<file path="config.mk">
export PLATFORM = sky130hd
export DESIGN_NAME = mcs_ctrl_seq
export DESIGN_NICKNAME = d
export VERILOG_FILES = /design/src/rtl/mcs_pkg.sv /design/src/rtl/mcs_op_class.sv /design/src/rtl/mcs_next_state.sv /design/src/rtl/mcs_strobe_gen.sv /design/src/rtl/mcs_alu_ctl.sv /design/src/rtl/mcs_ctrl_seq.sv
export SDC_FILE = /design/constraint.sdc
export NUM_CORES = 1
export LEC_CHECK = 0
export BUFFER_PORTS_ARGS = -buffer_cell sky130_fd_sc_hd__buf_2
export CAP_MARGIN = 0
export CORE_MARGIN = 2
export CORE_UTILIZATION = 40
export DETAILED_ROUTE_END_ITERATION = 12
export GPL_TIMING_DRIVEN = 0
export PLACE_DENSITY = 0.83
export SETUP_SLACK_MARGIN = 0.3
export SLEW_MARGIN = 20
export SYNTH_ARGS = -nofsm -noshare
export SYNTH_HDL_FRONTEND = slang
export SYNTH_HIERARCHICAL = 1
export SYNTH_SLANG_ARGS = --single-unit
</file>
<file path="constraint.sdc">
create_clock -name clk -period 2 [get_ports clk]
set_input_delay 0.3 -clock clk [delete_from_list [all_inputs] [get_ports clk]]
set_output_delay 0.3 -clock clk [all_outputs]
set_load 0.01 [all_outputs]
</file>
<file path="src/rtl/mcs_pkg.sv">
package mcs_pkg;

    typedef enum logic [3:0] {
        ST_FETCH,
        ST_DECODE,
        ST_ADDR,
        ST_MEMRD,
        ST_MEMWR,
        ST_MEMWB,
        ST_REXEC,
        ST_RWB,
        ST_BRANCH,
        ST_JUMP
    } mcs_state_e;

    typedef enum logic [2:0] {
        CL_REG,
        CL_LOAD,
        CL_STORE,
        CL_BEQ,
        CL_JUMP,
        CL_BAD
    } mcs_class_e;

    typedef enum logic [1:0] {
        AOP_ADD  = 2'b00,
        AOP_SUB  = 2'b01,
        AOP_FUNC = 2'b10,
        AOP_RSVD = 2'b11
    } mcs_aluop_e;

    localparam logic [1:0] SRCB_REG  = 2'b00;
    localparam logic [1:0] SRCB_FOUR = 2'b01;
    localparam logic [1:0] SRCB_IMM  = 2'b10;
    localparam logic [1:0] SRCB_IMM4 = 2'b11;

    localparam logic [1:0] PCS_ALU  = 2'b00;
    localparam logic [1:0] PCS_AOUT = 2'b01;
    localparam logic [1:0] PCS_JUMP = 2'b10;

    localparam logic [2:0] CTL_AND = 3'b000;
    localparam logic [2:0] CTL_OR  = 3'b001;
    localparam logic [2:0] CTL_ADD = 3'b010;
    localparam logic [2:0] CTL_SUB = 3'b110;
    localparam logic [2:0] CTL_SLT = 3'b111;

    typedef struct packed {
        logic       pc_wr;
        logic       pc_wr_cond;
        logic       addr_data;
        logic       mem_rd;
        logic       mem_wr;
        logic       ir_wr;
        logic       dst_rd;
        logic       wb_mem;
        logic       reg_wr;
        logic       src_a_reg;
        logic [1:0] src_b;
        mcs_aluop_e alu_op;
        logic [1:0] pc_src;
    } mcs_strobes_t;

endpackage

</file>
<file path="src/rtl/mcs_op_class.sv">
module mcs_op_class
    import mcs_pkg::*;
#(
    parameter int               OPC_W    = 6,
    parameter logic [OPC_W-1:0] OP_REG   = 'h00,
    parameter logic [OPC_W-1:0] OP_LOAD  = 'h23,
    parameter logic [OPC_W-1:0] OP_STORE = 'h2B,
    parameter logic [OPC_W-1:0] OP_BEQ   = 'h04,
    parameter logic [OPC_W-1:0] OP_JUMP  = 'h02
) (
    input  logic [OPC_W-1:0] opcode,
    output mcs_class_e       cls
);

    always_comb begin
        if (opcode == OP_REG)        cls = CL_REG;
        else if (opcode == OP_LOAD)  cls = CL_LOAD;
        else if (opcode == OP_STORE) cls = CL_STORE;
        else if (opcode == OP_BEQ)   cls = CL_BEQ;
        else if (opcode == OP_JUMP)  cls = CL_JUMP;
        else                         cls = CL_BAD;
    end

endmodule

</file>
<file path="src/rtl/mcs_next_state.sv">
module mcs_next_state
    import mcs_pkg::*;
(
    input  mcs_state_e state,
    input  mcs_class_e cls,
    output mcs_state_e nxt
);

    always_comb begin
        nxt = ST_FETCH;
        unique case (state)
            ST_FETCH:  nxt = ST_DECODE;
            ST_DECODE: begin
                unique case (cls)
                    CL_REG:            nxt = ST_REXEC;
                    CL_LOAD, CL_STORE: nxt = ST_ADDR;
                    CL_BEQ:            nxt = ST_BRANCH;
                    CL_JUMP:           nxt = ST_JUMP;
                    default:           nxt = ST_FETCH;
                endcase
            end
            ST_ADDR:   nxt = (cls == CL_LOAD) ? ST_MEMRD : ST_MEMWR;
            ST_MEMRD:  nxt = ST_MEMWB;
            ST_REXEC:  nxt = ST_RWB;
            ST_MEMWR, ST_MEMWB, ST_RWB, ST_BRANCH, ST_JUMP:
                       nxt = ST_FETCH;
            default:   nxt = ST_FETCH;
        endcase
    end

endmodule

</file>
<file path="src/rtl/mcs_strobe_gen.sv">
module mcs_strobe_gen
    import mcs_pkg::*;
(
    input  mcs_state_e   state,
    output mcs_strobes_t stb
);

    always_comb begin
        stb           = '0;
        stb.src_b     = SRCB_REG;
        stb.alu_op    = AOP_ADD;
        stb.pc_src    = PCS_ALU;
        unique case (state)
            ST_FETCH: begin
                stb.mem_rd = 1'b1;
                stb.ir_wr  = 1'b1;
                stb.pc_wr  = 1'b1;
                stb.src_b  = SRCB_FOUR;
            end
            ST_DECODE: begin
                stb.src_b = SRCB_IMM4;
            end
            ST_ADDR: begin
                stb.src_a_reg = 1'b1;
                stb.src_b     = SRCB_IMM;
            end
            ST_MEMRD: begin
                stb.mem_rd    = 1'b1;
                stb.addr_data = 1'b1;
            end
            ST_MEMWR: begin
                stb.mem_wr    = 1'b1;
                stb.addr_data = 1'b1;
            end
            ST_MEMWB: begin
                stb.reg_wr = 1'b1;
                stb.wb_mem = 1'b1;
            end
            ST_REXEC: begin
                stb.src_a_reg = 1'b1;
                stb.alu_op    = AOP_FUNC;
            end
            ST_RWB: begin
                stb.reg_wr = 1'b1;
                stb.dst_rd = 1'b1;
            end
            ST_BRANCH: begin
                stb.src_a_reg  = 1'b1;
                stb.alu_op     = AOP_SUB;
                stb.pc_wr_cond = 1'b1;
                stb.pc_src     = PCS_AOUT;
            end
            ST_JUMP: begin
                stb.pc_wr  = 1'b1;
                stb.pc_src = PCS_JUMP;
            end
            default: ;
        endcase
    end

endmodule

</file>
<file path="src/rtl/mcs_alu_ctl.sv">
module mcs_alu_ctl
    import mcs_pkg::*;
#(
    parameter int FN_W = 6
) (
    input  mcs_aluop_e      alu_op,
    input  logic [FN_W-1:0] funct,
    output logic [2:0]      ctl
);

    localparam int N_FN = 5;

    function automatic logic [FN_W-1:0] fn_code(input int idx);
        case (idx)
            0:       fn_code = FN_W'(6'h20);
            1:       fn_code = FN_W'(6'h22);
            2:       fn_code = FN_W'(6'h24);
            3:       fn_code = FN_W'(6'h25);
            default: fn_code = FN_W'(6'h2A);
        endcase
    endfunction

    function automatic logic [2:0] fn_ctl(input int idx);
        case (idx)
            0:       fn_ctl = CTL_ADD;
            1:       fn_ctl = CTL_SUB;
            2:       fn_ctl = CTL_AND;
            3:       fn_ctl = CTL_OR;
            default: fn_ctl = CTL_SLT;
        endcase
    endfunction

    logic [N_FN-1:0] hit;
    logic [2:0]      fn_sel;

    for (genvar g = 0; g < N_FN; g++) begin : g_fn
        assign hit[g] = (funct == fn_code(g));
    end

    always_comb begin
        fn_sel = (hit == '0) ? CTL_ADD : 3'b000;
        for (int i = 0; i < N_FN; i++) begin
            if (hit[i]) fn_sel = fn_sel | fn_ctl(i);
        end
    end

    always_comb begin
        unique case (alu_op)
            AOP_ADD:  ctl = CTL_ADD;
            AOP_SUB:  ctl = CTL_SUB;
            AOP_FUNC: ctl = fn_sel;
            default:  ctl = CTL_ADD;
        endcase
    end

endmodule

</file>
<file path="src/rtl/mcs_ctrl_seq.sv">
module mcs_ctrl_seq
    import mcs_pkg::*;
#(
    parameter int               OPC_W    = 6,
    parameter int               FN_W     = 6,
    parameter logic [OPC_W-1:0] OP_REG   = 'h00,
    parameter logic [OPC_W-1:0] OP_LOAD  = 'h23,
    parameter logic [OPC_W-1:0] OP_STORE = 'h2B,
    parameter logic [OPC_W-1:0] OP_BEQ   = 'h04,
    parameter logic [OPC_W-1:0] OP_JUMP  = 'h02
) (
    input  logic             clk,
    input  logic             rst,
    input  logic [OPC_W-1:0] ir_opcode,
    input  logic [FN_W-1:0]  ir_funct,
    output logic             pc_wr,
    output logic             pc_wr_cond,
    output logic             addr_sel_data,
    output logic             mem_rd,
    output logic             mem_wr,
    output logic             ir_wr,
    output logic             dst_sel_rd,
    output logic             wb_sel_mem,
    output logic             reg_wr,
    output logic             alu_a_sel,
    output logic [1:0]       alu_b_sel,
    output logic [2:0]       alu_ctl,
    output logic [1:0]       pc_src
);

    mcs_state_e   state;
    mcs_state_e   nxt;
    mcs_class_e   cls;
    mcs_strobes_t stb;
    logic [2:0]   ctl;

    mcs_op_class #(
        .OPC_W    (OPC_W),
        .OP_REG   (OP_REG),
        .OP_LOAD  (OP_LOAD),
        .OP_STORE (OP_STORE),
        .OP_BEQ   (OP_BEQ),
        .OP_JUMP  (OP_JUMP)
    ) u_class (
        .opcode (ir_opcode),
        .cls    (cls)
    );

    mcs_next_state u_next (
        .state (state),
        .cls   (cls),
        .nxt   (nxt)
    );

    always_ff @(posedge clk) begin
        if (rst) state <= ST_FETCH;
        else     state <= nxt;
    end

    mcs_strobe_gen u_stb (
        .state (state),
        .stb   (stb)
    );

    mcs_alu_ctl #(.FN_W(FN_W)) u_alu (
        .alu_op (stb.alu_op),
        .funct  (ir_funct),
        .ctl    (ctl)
    );

    always_comb begin
        pc_wr         = stb.pc_wr      & ~rst;
        pc_wr_cond    = stb.pc_wr_cond & ~rst;
        mem_rd        = stb.mem_rd     & ~rst;
        mem_wr        = stb.mem_wr     & ~rst;
        ir_wr         = stb.ir_wr      & ~rst;
        reg_wr        = stb.reg_wr     & ~rst;
        addr_sel_data = stb.addr_data;
        dst_sel_rd    = stb.dst_rd;
        wb_sel_mem    = stb.wb_mem;
        alu_a_sel     = stb.src_a_reg;
        alu_b_sel     = stb.src_b;
        alu_ctl       = ctl;
        pc_src        = stb.pc_src;
    end

endmodule

</file>
==> impl_metrics.env <==
export IMPL_required_ns=1.70
export IMPL_yosysSeqAreaShare_pct=12.2
export IMPL_cts_tree="yes"
export IMPL_finClkSkew_ns=0.000484
export IMPL_cts_hold_buf=0
export IMPL_period_minus_slack_ns=2.08
export IMPL_cts_buffer_depth=2
export IMPL_fp_dieArea_sq_um=1980
export IMPL_grt_max_degree=11
export IMPL_place_hpwl_um=1270
export IMPL_setup_viol=2
export IMPL_drv_cap=0
export IMPL_hold_violations=0
export IMPL_drive_above_1_share_pct=69.9
export IMPL_viasPerCell=5.86
export IMPL_critPathMaxFanout=4
export IMPL_r2r_start="state[2]"
export IMPL_drc_errors=0
export IMPL_violations="setup timing"
export IMPL_hold_ws_ns=0.404
export IMPL_ys_types=40
export IMPL_start_util_pct=43.1
export IMPL_synthToLayoutAreaGrowth_pct=103
export IMPL_crit_arrival_ns=1.78
export IMPL_nets=161
export IMPL_layout_common_cells="buf_2 (27), buf_4 (15), buf_6 (13), nor2b_1 (7), inv_1 (7)"
export IMPL_worstSkewPairLatency_ns=0.23
export IMPL_slew_headroom_pct=78.0
export IMPL_core_area_sq_um=1520
export IMPL_synth_edf_count=0
export IMPL_layout_setup_ws_ns=-0.0841
export IMPL_ys_ff_latch=4
export IMPL_vias=931
export IMPL_vdd_drop_max_mv=0.284
export IMPL_top_regs="state (4)"
export IMPL_wire_per_inst_um=16.5
export IMPL_drtIter0Drc=17
export IMPL_cts_sinks=4
export IMPL_synthFlopType="dfxtp_1"
export IMPL_cp_end_kind="output pin"
export IMPL_synth_nets=104
export IMPL_regMostFlops="state"
export IMPL_outcome="finished with violations"
export IMPL_ioPinCount=31
export IMPL_grt_use_total_pct=23.6
export IMPL_grt_pass1_vias=800
export IMPL_io_buffers=30
export IMPL_cts_root_buf="clkbuf_4"
export IMPL_die_h_um=44.5
export IMPL_largest_reg_flops=4
export IMPL_dr_pass1_iters=4
export IMPL_yosysWarnings=6
export IMPL_hp_class="in2reg"
export IMPL_synth_xor_area_share_pct=2.67
export IMPL_crit_type="reg2out"
export IMPL_max_clock_freq_mhz=480
export IMPL_antenna_left=0
export IMPL_clkTransAtPathRegs_ns=0.04
export IMPL_synth_compound_area_share_pct=21.5
export IMPL_grt_pass1_wl_um=3460
export IMPL_final_common_cell="buf_2"
export IMPL_synth_avg_cell_area_sq_um=7.46
export IMPL_synth_top_family_by_area="simple AND/OR/NAND/NOR gates"
export IMPL_h_tree_depth=1
export IMPL_leakage_uw=0.000578
export IMPL_synthMuxAreaShare_pct=0
export IMPL_setup_tns_final_ns=-0.0998
export IMPL_fp_row_count=14
export IMPL_rsz0062_at_grt="true"
export IMPL_synth_simple_area_share_pct=50.3
export IMPL_grt_overflow=0
export IMPL_cp_startpoint="state[0]"
export IMPL_synthAdderAreaFrac_pct=3.81
export IMPL_hp_start="rst"
export IMPL_chipWidth_um=44.5
export IMPL_cts_buffers=3
export IMPL_fin_crit_sh_pct=104
export IMPL_synthArstFlopShare_pct=0
export IMPL_diodes=0
export IMPL_pwr_density_cell_nw_per_um2=249
export IMPL_wl_um=2630
export IMPL_crit_path_start_kind="flop"
export IMPL_maxSlewViolCount=0
export IMPL_syn_cell_area_sq_um=657
export IMPL_place_congestion=0.776
export IMPL_antenna_found_initial=0
export IMPL_netlist_instances=88
export IMPL_worst_pin_slew_ns=0.330
==> routing by layer <==
metal	GRT usage (%)	vias up	share of wire, %
li1	-	432	-
met1	29.6	459	41
met2	38.3	38	54
met3	5.31	2	5.4
met4	10.3	0	0.30
met5	0	-	0
==> layout make-up <==
cell class / count / area, sq um
well taps: 16 / 20.0
multi-input cells: 71 / 741
plain buffers: 5 / 60.1
clock buffers: 3 / 22.5
repair buffers: 52 / 364
fillers: 77 / 191
flip-flops and latches: 4 / 95.1
inverters: 8 / 30.0
==> logic make-up (layout without fill, tap and decap cells) <==
kind of cell | after synthesis | after routing
xor gates and xnor gates | 2 | 2
AOI/OAI and AO/OA | 18 | 18
buffers and inverters | 13 | 68
DFF | 4 | 4
and+or+nand+nor | 49 | 49
adders and majority gates | 2 | 2
==> cell usage after synthesis, types with 2 or more instances <==
cell type,n,share of area [%]
ha_1,2,3.8
nor4_1,3,2.9
nand2b_1,5,4.8
a21oi_1,4,3.0
nor3_1,6,4.6
buf_4,3,3.4
o21ai_0,2,1.5
buf_2,2,1.5
dfxtp_1,4,12
a211o_1,2,2.7
or2b_1,2,2.3
inv_1,8,4.6
nor2_1,7,4.0
nor4b_2,2,4.6
nor2b_1,11,10
==> worst paths after layout <==
path	endpoint	slack (ns)	depth (start not counted)
worst max-delay path	alu_ctl[1]	-0.08	8
worst min register to register	state[1]	0.70	3
worst max register to register	state[1]	0.62	5
worst min-delay path	state[0]	0.40	2
==> where the power goes <==
group | switching (uW) | internal [uW]
Sequential | 2.23 | 78.4
Combinational | 72.1 | 75.3
Clock | 36.5 | 67.4
Total | 111 | 221
==> through the flow <==
step / std cells / utilization, % / worst slack [ns] / power, uW / instance area [sq um]
after global placement: 134 / 59.4 / -0.112 / 174 / 906
after CTS: 154 / 75.0 / -0.0287 / 299 / 1140
after detailed placement: 134 / 59.4 / -0.176 / 177 / 906
after global routing: 159 / 87.4 / -0.165 / 346 / 1330
final: 159 / 87.4 / -0.0841 / 332 / 1330
after floorplan: 88 / - / 0.0988 / 142 / 736
==> worst max-delay path, cell delays in order, from the launching register on <==
cell and delay, ns:
dfxtp_4 0.34, buf_8 0.12, buf_6 0.11, nor3_4 0.23, inv_1 0.07, ha_2 0.18, a41oi_2 0.18, nand3b_1 0.13
buf_2 0.17
==> what timing repair did <==
item | in CTS | in global routing
buffers inserted | 17 | 5
setup endpoints to repair | 8 | 15
pin swaps | 13 | 13
gates resized for setup | 23 | 32
(Power assumes the default switching activity.)
